File: config.mk
export PLATFORM = sky130hd
export DESIGN_NAME = code_change_detect
export DESIGN_NICKNAME = d
export VERILOG_FILES = /design/src/rtl/ccd_pkg.sv /design/src/rtl/ccd_chan_buf.sv /design/src/rtl/ccd_ctrl.sv /design/src/rtl/code_change_detect.sv
export SDC_FILE = /design/constraint.sdc
export NUM_CORES = 1
export LEC_CHECK = 0
export BUFFER_PORTS_ARGS = -buffer_cell sky130_fd_sc_hd__clkbuf_2
export CAP_MARGIN = 20
export CORE_MARGIN = 2
export CORE_UTILIZATION = 45
export CTS_CLUSTER_DIAMETER = 150
export DETAILED_ROUTE_END_ITERATION = 10
export PLACE_DENSITY_LB_ADDON = 0.2
export SYNTH_ARGS = -nofsm -noshare
export SYNTH_HDL_FRONTEND = slang
export SYNTH_SLANG_ARGS = --single-unit
export TNS_END_PERCENT = 50
File: constraint.sdc
create_clock -name clk -period 2.6 [get_ports clk]
set_clock_uncertainty 0.1 [all_clocks]
set_input_delay 0.26 -clock clk [delete_from_list [all_inputs] [get_ports clk]]
set_output_delay 0.26 -clock clk [all_outputs]
set_load 0.05 [all_outputs]
File: src/rtl/ccd_pkg.sv
package ccd_pkg;
  localparam int NUM_CH = 3;
  localparam int CH_SQ  = 0;
  localparam int CH_CI0 = 1;
  localparam int CH_CI1 = 2;

  typedef struct packed {
    logic [NUM_CH-1:0] loadIn;     // incoming code goes straight to visible register
    logic [NUM_CH-1:0] promote;    // waiting code moves to visible register
    logic [NUM_CH-1:0] pendWrite;  // incoming code goes to holding slot
  } ccdStrobes_t;
endpackage

File: src/rtl/ccd_chan_buf.sv
module ccd_chan_buf #(
  parameter int W = 4
) (
  input  logic         clk,
  input  logic         rstN,
  input  logic [W-1:0] inCode,
  input  logic         loadIn,
  input  logic         promote,
  input  logic         pendWrite,
  output logic [W-1:0] visCode,
  output logic         diffVis,
  output logic         diffPend
);
  logic [W-1:0] pendCode;

  always_ff @(posedge clk or negedge rstN) begin
    if (!rstN) begin
      visCode  <= '1;
      pendCode <= '1;
    end else begin
      if (promote)      visCode <= pendCode;
      else if (loadIn)  visCode <= inCode;
      if (pendWrite)    pendCode <= inCode;
    end
  end

  assign diffVis  = (inCode != visCode);
  assign diffPend = (inCode != pendCode);
endmodule

File: src/rtl/ccd_ctrl.sv
module ccd_ctrl
  import ccd_pkg::*;
(
  input  logic              clk,
  input  logic              rstN,
  input  logic [NUM_CH-1:0] valid,
  input  logic [NUM_CH-1:0] diffVis,
  input  logic [NUM_CH-1:0] diffPend,
  input  logic [NUM_CH-1:0] codeRd,
  input  logic [NUM_CH-1:0] gate,
  input  logic              statusRd,
  output ccdStrobes_t       strb,
  output logic [NUM_CH-1:0] status,
  output logic              changeIrq,
  output logic [NUM_CH-1:0] pendValid,
  output logic [NUM_CH-1:0] unread
);
  logic [NUM_CH-1:0] newDiff, unreadAfter, loadEvt, rawFlag, gatePrev;

  for (genvar i = 0; i < NUM_CH; i++) begin : g_ch
    assign newDiff[i]      = valid[i] & (pendValid[i] ? diffPend[i] : diffVis[i]);
    assign unreadAfter[i]  = pendValid[i] | (unread[i] & ~codeRd[i]);
    assign strb.promote[i] = codeRd[i] & pendValid[i];
    assign strb.loadIn[i]  = newDiff[i] & ~unreadAfter[i];
    assign strb.pendWrite[i] = newDiff[i] & unreadAfter[i];
  end

  assign loadEvt = strb.promote | strb.loadIn;
  assign status  = rawFlag & gate;

  always_ff @(posedge clk or negedge rstN) begin
    if (!rstN) begin
      unread    <= '0;
      pendValid <= '0;
      rawFlag   <= '0;
      gatePrev  <= '0;
      changeIrq <= 1'b0;
    end else begin
      unread    <= loadEvt | (unread & ~codeRd);
      pendValid <= strb.pendWrite | (pendValid & ~strb.promote);
      rawFlag   <= (rawFlag & ~({NUM_CH{statusRd}} & gate)) | loadEvt;
      gatePrev  <= gate;
      changeIrq <= |(gate & (loadEvt | (rawFlag & ~gatePrev)));
    end
  end
endmodule

File: src/rtl/code_change_detect.sv
module code_change_detect
  import ccd_pkg::*;
#(
  parameter int SQ_W  = 4,
  parameter int CI0_W = 4,
  parameter int CI1_W = 6
) (
  input  logic             clk,
  input  logic             rstN,
  input  logic             sqValid,
  input  logic [SQ_W-1:0]  sqCode,
  input  logic             ci0Valid,
  input  logic [CI0_W-1:0] ci0Code,
  input  logic             ci1Valid,
  input  logic [CI1_W-1:0] ci1Code,
  input  logic             sqEnable,
  input  logic             ci1Enable,
  input  logic             terminalMode,
  input  logic             statusRd,
  input  logic             sqRd,
  input  logic             ci0Rd,
  input  logic             ci1Rd,
  output logic [NUM_CH-1:0] status,
  output logic [SQ_W-1:0]  sqReg,
  output logic [CI0_W-1:0] ci0Reg,
  output logic [CI1_W-1:0] ci1Reg,
  output logic             changeIrq
);
  ccdStrobes_t       strb;
  logic [NUM_CH-1:0] diffVis, diffPend, gate, pendValid, unread;

  assign gate[CH_SQ]  = sqEnable;
  assign gate[CH_CI0] = 1'b1;
  assign gate[CH_CI1] = ci1Enable & terminalMode;

  ccd_ctrl u_ctrl (
    .clk(clk), .rstN(rstN),
    .valid({ci1Valid, ci0Valid, sqValid}),
    .diffVis(diffVis), .diffPend(diffPend),
    .codeRd({ci1Rd, ci0Rd, sqRd}),
    .gate(gate), .statusRd(statusRd),
    .strb(strb), .status(status), .changeIrq(changeIrq),
    .pendValid(pendValid), .unread(unread)
  );

  ccd_chan_buf #(.W(SQ_W)) u_sq (
    .clk(clk), .rstN(rstN), .inCode(sqCode),
    .loadIn(strb.loadIn[CH_SQ]), .promote(strb.promote[CH_SQ]),
    .pendWrite(strb.pendWrite[CH_SQ]), .visCode(sqReg),
    .diffVis(diffVis[CH_SQ]), .diffPend(diffPend[CH_SQ])
  );

  ccd_chan_buf #(.W(CI0_W)) u_ci0 (
    .clk(clk), .rstN(rstN), .inCode(ci0Code),
    .loadIn(strb.loadIn[CH_CI0]), .promote(strb.promote[CH_CI0]),
    .pendWrite(strb.pendWrite[CH_CI0]), .visCode(ci0Reg),
    .diffVis(diffVis[CH_CI0]), .diffPend(diffPend[CH_CI0])
  );

  ccd_chan_buf #(.W(CI1_W)) u_ci1 (
    .clk(clk), .rstN(rstN), .inCode(ci1Code),
    .loadIn(strb.loadIn[CH_CI1]), .promote(strb.promote[CH_CI1]),
    .pendWrite(strb.pendWrite[CH_CI1]), .visCode(ci1Reg),
    .diffVis(diffVis[CH_CI1]), .diffPend(diffPend[CH_CI1])
  );
endmodule

==> results.md <==
* Outcome: finished, final reports clean
* Final nets at 258
* Synthesized instance count at 186
* DR vias at 1531
* Initial DRC Count at 95
* Wire length on met2 at 1880 um
* Tot Pwr at 3170 uW
* Initial antenna violation count at 0
* Period utilization at 87.0%
* Detail Placement HPWL at 3050 um
* Leakage power at 0.00109 uW
* Unrepaired setup endpoints after global routing: false
* Total GRT Usage at 17.0%
* Wl on met1 at 1860 um
* Drt first pass iters at 4
* Clock Sink Count at 41
* CTS tree: built
* # H-tree levels at 2
* Clk root buf: clkbuf_8
* Hold WS at 0.0426 ns
* Die ar. at 5230 sq um
* Multi-input gate area at 962 sq um
* Mapped cell area at 2100 sq um
* CP endpoint kind: flip-flop
* Pwr dens at 1300 nW/um^2
* GPL Wtd Cong at 0.755
* Diode count at 0
* WP data arrival at 2.33 ns
* Sequential cell area fraction in the yosys report at 50.6%
* CTS max path bufs at 2
* CP peak stage delay at 0.56 ns
* Core Area at 4410 sq um
* Layout fillers at 405
* Final WL at 4030 um
* Fin crit period at 2.26 ns
* Die width at 72.3 um
* Row count at 24
* Number of distinct library cells after synthesis at 31
* TritonCTS buffer count at 5
* Share of cells above drive strength 1 at 42.5%
* Antenna-violating nets left at 0
* I/O pin count at 44
* VDD IR max at 0.590 mV
* Worst-Margin Slew at 0.652 ns
* Hold_buf cts at 1
* CP required at 2.66 ns
* Max Cap Viol at 0
* Metal3 WL at 207 um
* Layout overhead on the synthesized area at 16.5%
* Post-CTS setup buffers at 0
* Via/cell ratio at 5.37
* Register area at 1060 sq um
* Post-Route Setup TNS at 0 ns
* Vias in the first global route at 1533
* DRC at 0
* Worst skew pair latency at 0.29 ns
* CP Launch Type: flip-flop
* Buffers on Ports at 43
* Slowest CP cell: dfrtp_1
* Initial core utilization at 47.5%
* Post-route non-filler standard cell count at 285
* Synthesized area per cell at 11.3 sq um
* Final hold vios at 0
* Average wire per standard cell at 14.1 um
* Clock transition at path regs at 0.07 ns
* DP Cell Count at 276
* Ys Warns at 0
* Post-CTS sizing at 0
* CP Max Fanout at 9
* Largest net degree at the start of global routing at 29
* DR top layer: met4
* Yosys reg bits at 41
* Utilization after layout at 55.4%
* Die Height at 72.3 um
* Final Setup Violations at 0
* Fmax at 0.442 GHz
* Grt ovf at 0
* Worst hold path class: input port to flip-flop
* First-pass GRT wire length at 6860 um
* Worst rel slew slack at 56.4%
* CP cell instances: mux2i_1 -> xnor2_1 -> o41ai_2 -> nor2b_1 -> a211oi_1 -> o21ai_0
* Critical setup path kind: flip-flop to flip-flop
* Mapped Nets at 212
* Fin. max-slew vios at 0
==> path summary, 6_finish.rpt <==
check,startpoint,to,slack [ns],depth (start not counted)
min in group asynchronous,rstN,u_ctrl.pendValid[1],0.31,2
max in group asynchronous,rstN,u_sq.pendCode[0],1.38,3
max reg2reg,u_ctrl.pendValid[0],u_ctrl.changeIrq,0.34,6
min reg2reg,u_ctrl.unread[1],u_ctrl.unread[1],0.40,2
max,u_ctrl.pendValid[0],u_ctrl.changeIrq,0.34,6
min,sqEnable,u_ctrl.gatePrev[0],0.04,1
==> per-layer routing <==
layer / vias up / GRT usage (%)
met4: 0 / 6.92
met1: 744 / 21.8
met5: - / 0
met3: 9 / 4.31
met2: 43 / 27.6
li1: 735 / -
==> metrics by stage <==
step / instance area [sq um] / setup slack (ns)
floorplan: 2100 / 0.486
global placement: 2340 / 0.338
detailed placement: 2340 / 0.358
CTS: 2440 / 0.340
global route: 2440 / 0.0940
finish: 2440 / 0.338
==> critical path: cells and delay by family (launching register included) <==
| family | cells | cell delay [ns] |
|---|---|---|
| AO/OA/AOI/OAI | 3 | 0.86 |
| XOR/XNOR | 1 | 0.10 |
| flip-flops | 1 | 0.56 |
| multiplexers | 1 | 0.26 |
| AND/OR/NAND/NOR | 1 | 0.25 |
==> report_power, final <==
group	internal (uW)	total [uW]	switching, uW
registers	1050	1300	249
logic	552	1450	902
clock network	216	420	203
==> registers in the layout, summed over array words and instances, names as in the netlist <==
name,cells
u_ci0.visCode,4
u_ci0.pendCode,4
u_ctrl.pendValid,3
u_ci1.visCode,6
u_ctrl.gatePrev,3
u_sq.pendCode,4
u_ci1.pendCode,6
u_ctrl.rawFlag,3
u_sq.visCode,4
u_ctrl.unread,3
u_ctrl.changeIrq,1
==> placed cells by master, fill, tap and decap left out <==
cell           synthesis  layout
clkbuf_2               0      43
mux2i_1               28      28
dfstp_2               28      28
a21oi_1               19      19
nor2_1                19      19
xnor2_1               14      14
mux2_2                14      14
dfrtp_1               13      13
nand2_1               12      12
inv_1                  7       7
o21ai_0                6       6
clkbuf_8               0       6
a21o_1                 2       2
and2_1                 2       2
clkbuf_1               1       2
buf_4                  1       2
o41ai_1                1       1
nor3b_2                1       1
o41ai_2                1       1
o211ai_1               1       1
nor2b_1                1       1
a221o_1                1       1
nand3_1                1       1
nor4_2                 1       1
or2b_2                 1       1
and3_1                 1       1
a21o_2                 1       1
o22ai_1                1       1
a211oi_1               1       1
a211oi_2               1       1
dlygate4sd3_1          0       1
conb_1                 1       1
==> cell families after synthesis <==
kind of cell | count (synthesis) | synth area share (%)
flip-flops | 41 | 50.6
XOR/XNOR | 14 | 5.84
AO/OA/AOI/OAI | 35 | 10.4
multiplexers | 42 | 20.9
AND/OR/NAND/NOR | 39 | 8.59
other | 1 | 0.179
buffers and inverters | 14 | 3.58
==> cells in the mapped netlist, drive strengths merged <==
cell type	number	area [sq um]
nand2	12	45.0
xnor2	14	123
nor2b	1	6.26
a211oi	2	20.0
nor3b	1	12.5
buf	6	45.0
o21ai	6	30.0
dfstp	28	736
nor4	1	12.5
mux2	14	158
nor2	19	71.3
inv	7	26.3
o211ai	1	7.51
or2b	1	8.76
dfrtp	13	325
and3	1	6.26
o41ai	2	25.0
mux2i	28	280
a221o	1	10.0
nand3	1	5.00
clkbuf	1	3.75
and2	2	12.5
o22ai	1	6.26
a21oi	19	95.1
a21o	3	23.8
conb	1	3.75
==> area by class of cell <==
type / count / share of cell area (%)
Sequential cell: 41 / 43.4
Multi-Input combinational cell: 131 / 39.4
Timing Repair Buffer: 46 / 9.83
Clock buffer: 8 / 3.68
Tap cell: 52 / 2.66
Inverter: 7 / 1.07
Power figures use the tool's default switching activity.
